<file path="src/rtl/mdio_pkg.sv">
// Shared constants and frame builder for the MDIO master.
// Assumes clause-22 style framing: 32-bit optional preamble, 32-bit body.
package mdio_pkg;
    localparam int PRE_BITS   = 32;
    localparam int BODY_BITS  = 32;
    localparam int TOTAL_BITS = PRE_BITS + BODY_BITS;
    localparam int REM_W      = $clog2(TOTAL_BITS + 1);
    // bits remaining (inclusive) at which the turnaround and data begin
    localparam int REL_FROM   = 18;
    localparam int TA2_REM    = 17;
    localparam int DATA_REM   = 16;

    // Assemble the 32-bit body, first bit on the wire at bit 31.
    function automatic logic [BODY_BITS-1:0] build_body(
        input logic        rd,
        input logic [4:0]  phy,
        input logic [4:0]  regad,
        input logic [15:0] wd
    );
        logic [1:0]  opc;
        logic [1:0]  ta;
        logic [15:0] dat;
        opc = rd ? 2'b10 : 2'b01;
        ta  = rd ? 2'b00 : 2'b10;
        dat = rd ? 16'h0000 : wd;
        return {2'b01, opc, phy, regad, ta, dat};
    endfunction
endpackage

</file>
<file path="src/rtl/mdio_clkgen.sv">
// MDC generator: while run is high, toggles mdc every DIV_HALF system
// clocks, starting from the low phase. Flags the cycle on which mdc will
// rise or fall. Assumes run drops on the edge that ends a high phase.
module mdio_clkgen #(
    parameter int DIV_HALF = 10
) (
    input  logic clk,
    input  logic rst_n,
    input  logic run,
    output logic mdc,
    output logic tick_rise,
    output logic tick_fall
);
    localparam int CW = (DIV_HALF > 1) ? $clog2(DIV_HALF) : 1;

    logic [CW-1:0] cnt;
    logic          at_end;

    assign at_end    = run && (cnt == CW'(DIV_HALF - 1));
    assign tick_rise = at_end && !mdc;
    assign tick_fall = at_end && mdc;

    // half-period counter and MDC toggle, parked low when not running
    always_ff @(posedge clk) begin
        if (!rst_n || !run) begin
            cnt <= '0;
            mdc <= 1'b0;
        end else if (at_end) begin
            cnt <= '0;
            mdc <= !mdc;
        end else begin
            cnt <= cnt + 1'b1;
        end
    end

    a_r7_cnt_range: assert property (@(posedge clk) disable iff (!rst_n)
        cnt <= CW'(DIV_HALF - 1));
    a_r7_half_len: assert property (@(posedge clk) disable iff (!rst_n)
        (run && $past(run) && !$past(at_end)) |-> $stable(mdc));
endmodule

</file>
<file path="src/rtl/mdio_engine.sv">
// Frame engine: loads the frame on an accepted request, presents one bit per
// MDC period (advancing on the falling edge), samples read data on the
// rising edge, and completes with a one-cycle done.
module mdio_engine
    import mdio_pkg::*;
(
    input  logic        clk,
    input  logic        rst_n,
    input  logic        req_valid,
    input  logic        req_read,
    input  logic        req_no_pre,
    input  logic [4:0]  req_phy,
    input  logic [4:0]  req_reg,
    input  logic [15:0] req_wdata,
    input  logic        tick_rise,
    input  logic        tick_fall,
    input  logic        mdio_i,
    output logic        busy,
    output logic        done,
    output logic [15:0] rd_data,
    output logic        no_ack,
    output logic        mdio_o,
    output logic        mdio_oe
);
    logic [TOTAL_BITS-1:0] shreg;
    logic [REM_W-1:0]      rem;
    logic                  is_read;
    logic [15:0]           cap;
    logic                  ta_bad;
    logic [BODY_BITS-1:0]  body;

    assign body    = build_body(req_read, req_phy, req_reg, req_wdata);
    assign mdio_o  = busy && shreg[TOTAL_BITS-1];
    assign mdio_oe = busy && !(is_read && (rem <= REM_W'(REL_FROM)));

    // frame sequencing: load, shift on falling MDC, finish after last bit
    always_ff @(posedge clk) begin
        if (!rst_n) begin
            busy    <= 1'b0;
            done    <= 1'b0;
            shreg   <= '0;
            rem     <= '0;
            is_read <= 1'b0;
        end else begin
            done <= 1'b0;
            if (!busy) begin
                if (req_valid) begin
                    busy    <= 1'b1;
                    is_read <= req_read;
                    shreg   <= req_no_pre ? {body, {PRE_BITS{1'b0}}}
                                          : {{PRE_BITS{1'b1}}, body};
                    rem     <= req_no_pre ? REM_W'(BODY_BITS) : REM_W'(TOTAL_BITS);
                end
            end else if (tick_fall) begin
                if (rem == REM_W'(1)) begin
                    busy <= 1'b0;
                    done <= 1'b1;
                end else begin
                    shreg <= shreg << 1;
                    rem   <= rem - 1'b1;
                end
            end
        end
    end

    // read capture on rising MDC: turnaround check and data shift-in
    always_ff @(posedge clk) begin
        if (!rst_n) begin
            cap    <= '0;
            ta_bad <= 1'b0;
        end else if (busy && is_read && tick_rise) begin
            if (rem == REM_W'(TA2_REM)) ta_bad <= mdio_i;
            if (rem <= REM_W'(DATA_REM)) cap <= {cap[14:0], mdio_i};
        end
    end

    // host-visible read results, updated when a read completes
    always_ff @(posedge clk) begin
        if (!rst_n) begin
            rd_data <= '0;
            no_ack  <= 1'b0;
        end else if (busy && is_read && tick_fall && rem == REM_W'(1)) begin
            rd_data <= cap;
            no_ack  <= ta_bad;
        end
    end

    a_r9_done_single: assert property (@(posedge clk) disable iff (!rst_n)
        done |=> !done);
    a_r9_done_with_busy_fall: assert property (@(posedge clk) disable iff (!rst_n)
        $fell(busy) |-> done);
    a_r9_done_after_busy: assert property (@(posedge clk) disable iff (!rst_n)
        done |-> !busy && $past(busy));
    a_r2_busy_needs_req: assert property (@(posedge clk) disable iff (!rst_n)
        $rose(busy) |-> $past(req_valid));
endmodule

</file>
<file path="src/rtl/mdio_master.sv">
// MDIO management master top: ties the MDC generator to the frame engine.
// Assumes DIV_HALF system clocks per MDC half period meet the PHY's
// 160 ns half / 400 ns period minimums (10 at a 50 MHz system clock).
module mdio_master #(
    parameter int DIV_HALF = 10
) (
    input  logic        clk,
    input  logic        rst_n,
    input  logic        req_valid,
    input  logic        req_read,
    input  logic        req_no_pre,
    input  logic [4:0]  req_phy,
    input  logic [4:0]  req_reg,
    input  logic [15:0] req_wdata,
    output logic        busy,
    output logic        done,
    output logic [15:0] rd_data,
    output logic        no_ack,
    output logic        mdc,
    output logic        mdio_o,
    output logic        mdio_oe,
    input  logic        mdio_i
);
    logic tick_rise;
    logic tick_fall;

    mdio_clkgen #(.DIV_HALF(DIV_HALF)) u_clk (
        .clk       (clk),
        .rst_n     (rst_n),
        .run       (busy),
        .mdc       (mdc),
        .tick_rise (tick_rise),
        .tick_fall (tick_fall)
    );

    mdio_engine u_eng (
        .clk        (clk),
        .rst_n      (rst_n),
        .req_valid  (req_valid),
        .req_read   (req_read),
        .req_no_pre (req_no_pre),
        .req_phy    (req_phy),
        .req_reg    (req_reg),
        .req_wdata  (req_wdata),
        .tick_rise  (tick_rise),
        .tick_fall  (tick_fall),
        .mdio_i     (mdio_i),
        .busy       (busy),
        .done       (done),
        .rd_data    (rd_data),
        .no_ack     (no_ack),
        .mdio_o     (mdio_o),
        .mdio_oe    (mdio_oe)
    );

    a_r1_idle_quiet: assert property (@(posedge clk) disable iff (!rst_n)
        !busy |-> !mdc && !mdio_oe);
    a_r7_hold_while_high: assert property (@(posedge clk) disable iff (!rst_n)
        (mdc && $past(mdc)) |-> $stable(mdio_o) && $stable(mdio_oe));
endmodule

</file>
<file path="config.mk">
export PLATFORM = sky130hd
export DESIGN_NAME = mdio_master
export DESIGN_NICKNAME = d
export VERILOG_FILES = /design/src/rtl/mdio_pkg.sv /design/src/rtl/mdio_clkgen.sv /design/src/rtl/mdio_engine.sv /design/src/rtl/mdio_master.sv
export SDC_FILE = /design/constraint.sdc
export NUM_CORES = 1
export LEC_CHECK = 0
export CAP_MARGIN = 40
export CORE_AREA = 2 2 138 153
export DETAILED_ROUTE_END_ITERATION = 16
export DIE_AREA = 0 0 140 155
export SLEW_MARGIN = 10
export SYNTH_ARGS = -nofsm -noshare
export SYNTH_HDL_FRONTEND = slang
export SYNTH_SLANG_ARGS = --single-unit
</file>
<file path="constraint.sdc">
create_clock -name clk -period 2.19 [get_ports clk]
set_input_delay 0.3285 -clock clk [delete_from_list [all_inputs] [get_ports clk]]
set_output_delay 0.3285 -clock clk [all_outputs]
set_load 0.01 [all_outputs]
</file>
==> summary.txt <==
Critical path
  – Critical Path, Cell by Cell: buf_4 > or4_4 > a2111oi_4 > buf_12 > mux2i_1 > nor2_1
  – Worst path max stage delay: 520 ps
  – Worst setup SP type: register
  – CP endpoint kind: register
  – Critical path buffer and inverter count: 2
  – Worst EP arrival: around 2300 ps
  – Critical Path Fanout Max: 16
  – Crit path max-delay cell type: or4_4
  – Worst Path Class, Setup: register to register
  – CP top delay family: simple AND/OR/NAND/NOR gates
  – Worst EP required: 2480 ps

Finish
  – Share of cells above drive strength 1: 11.2%
  – Area added between synthesis and finish: 32.3%
  – Nets: around 650
  – Fin cells: 883
  – Ant diodes: 0
  – Most frequent cells in the layout: dfxtp_1 (111), clkdlybuf4s50_1 (52), a21oi_1 (47), nor3_1 (47), nand3_1 (43)
  – Commonest non-fill, non-tap cell in the layout: dfxtp_1

Clock tree
  – Clock sinks: 113
  – CTS tree: done
  – Clk_lat worst skew: 410 ps
  – CTS buffer count: 17
  – CTS Root Cell: clkbuf_16
  – CTS H-tree lvls: 4
  – Clock Path Buffers: 2
  – Clock-pin slew on the worst setup and hold paths: 60 ps
  – CTS Hold Bufs: 0

GRT
  – Vias in the first global route: roughly 4,300
  – Pin count of the biggest net entering global routing: 76
  – GRT Resource Usage Total: approximately an eighth
  – Total gr overflow: 0
  – Initial antenna violation count: 0
  – First-pass GRT wire length: 22,800 um

Die
  – Die Span X: 140 um
  – Die height: 155 um
  – DIE AREA: 0.0217 mm^2
  – I/O pins: 54
  – Initial core utilization: 24.5%
  – Floorplan row count: 55
  – Core box area: around 0.020 mm^2

Flow run
  – Max_cap viols: 0

Drt
  – Routed len/inst: roughly 16 um
  – Routed vias: approximately 4,600
  – 1st-iter DRT viols: 379
  – Post-Route WL: 14,000 um
  – Vias per inst: 5.17
  – DR pass1 iterations: 11
  – DRC: 5
  – Post-route ant nets: 0

Timing
  – Crit share post-route: 92.0%
  – Relative slew margins: 67.2%
  – Unrepaired setup endpoints after global routing: no
  – Max Clock Freq: ~0.5 GHz
  – Clock Skews: 10.5 ps
  – Sum Neg Setup Slack: 0 ps
  – Pins over their slew limit: 0
  – Fin worst setup slack: 174 ps
  – Worst-Margin Slew: 491 ps
  – Final hold violations: 0
  – Tmin final: 2020 ps
  – Final setup violation count: 0

Worst hold path
  – Hold Crit Class: register to register

Outcome
  – Violated checks: design-rule violations
  – Status: finished, violations left

Power
  – Maximum VDD drop: 590 uV
  – P_leak: ~2.3 nW
  – Pwr dens: 890 mW/mm^2

Synth
  – Post-synth cell types: 44
  – FFs w/ async S/R, synth: 0%
  – Sequential share of the synthesized area: 45.4%
  – Avg Inst Size Synth: 8.72 um^2
  – EDFF count, synth: 0
  – Synth area leaders: dfxtp_1 (45%), a211oi_1 (6.0%), a21oi_1 (4.7%), nor3_1 (4.7%), nand3_1 (4.3%)
  – Dominant cell type by area after synthesis: dfxtp_1
  – Syn_nets: between 600 and 700
  – Post-synth top area share: 45.4%
  – Yosys warns: 0
  – Synthesized area: 0.00498 mm^2
  – Post-synthesis register bit count: ~110
  – Primary FF master, synth: dfxtp_1
  – Post-Synthesis Cells: 571

Placed design
  – Dpl cells: 849
  – Dpl hpwl: slightly above 8000 um
  – Setup slack at placement: 174 ps
  – Port-buffer cells: between 50 and 60
  – GP Congestion: 0.776
[cell usage after synthesis, types with 3 or more instances]
library cell and instances:
clkbuf_1 42, ha_1 5, or3_1 3, nor2_1 30, o221ai_1 20, a32o_1 3, dfxtp_1 113, a211oi_1 40
o22ai_1 14, o211ai_1 16, buf_1 9, nand3_1 43, nor3_1 47, mux2i_1 17, o32ai_1 3, nand2_1 16
o21ai_0 20, nor4_1 3, buf_2 5, inv_1 23, a21oi_1 47, a22oi_1 26
[worst min-delay path, cell delays in order (launching register included)]
cell and delay [ps]:
dfxtp_1 310, nand3_1 60, a21oi_1 50
[logic make-up (layout without fill, tap and decap cells)]
logic type,count (synthesis),count (layout),share of synthesized area (%)
simple gates,157,157,15.8
flops,113,113,45.4
buf+inv,83,139,6.99
fa+ha+maj,5,5,1.26
xor+xnor,2,2,0.352
compound gates,194,194,26.7
mux,17,17,3.42
[per-layer routing]
layer / up-vias / wire length, um / global-route usage [%]
met5: - / 0 / 0
met4: 0 / 106 / 3.42
met3: 12 / 684 / 4.25
met2: 92 / 6400 / 19.4
met1: 2220 / 6760 / 17.3
li1: 2239 / - / -
[flip-flops by register name, summed over array words and instances (netlist names)]
name,flops
u_eng.is_read,1
u_eng.shreg,64
u_clk.cnt,4
u_clk.mdc,1
u_eng.busy,1
u_eng.ta_bad,1
u_eng.rem,7
u_eng.cap,16
u_eng.rd_data,16
u_eng.done,1
u_eng.no_ack,1
[cell type report]
type	count	area (um^2)
sequential	113	2260
inverter	23	86.3
clock inverter	9	176
timing repair buffer	84	860
multi-input combinational	375	2390
tap	256	320
clock buffer	23	488
fill	2065	13700
[final timing paths]
| kind | startpoint | end | slack, ps | depth (start not counted) |
|---|---|---|---|---|
| worst max-delay path | u_eng.rem[1] | u_eng.cap[9] | 170 | 6 |
| worst min-delay path | u_eng.shreg[0] | u_eng.shreg[0] | 460 | 2 |
| worst max register to register | u_eng.rem[1] | u_eng.cap[9] | 170 | 6 |
| worst min register to register | u_eng.shreg[0] | u_eng.shreg[0] | 460 | 2 |
[per-stage QoR]
stage               total power [mW]  util (%)  hold slack, ps  cell area [um^2]
global placement                2.79      29.0             452              5890
detailed placement              2.79      29.0             460              5890
global route                    6.08      32.4             490              6590
finish                          5.86      32.4             463              6590
floorplan                       2.58         -             434              4980
CTS                             5.91      32.3             466              6560
[what timing repair did]
action                                  4_1_cts  5_1_grt
resized for setup                             2        3
gates cloned                                  0        1
setup buffers                                 0        1
pin swaps                                     1        2
endpoints found under the setup margin        1       14
[power breakdown]
group,switching (mW),internal [mW]
Sequential,0.0601,2.15
Combinational,0.302,0.234
Clock,0.973,2.14
Total,1.34,4.53
Power figures use the tool's default switching activity.
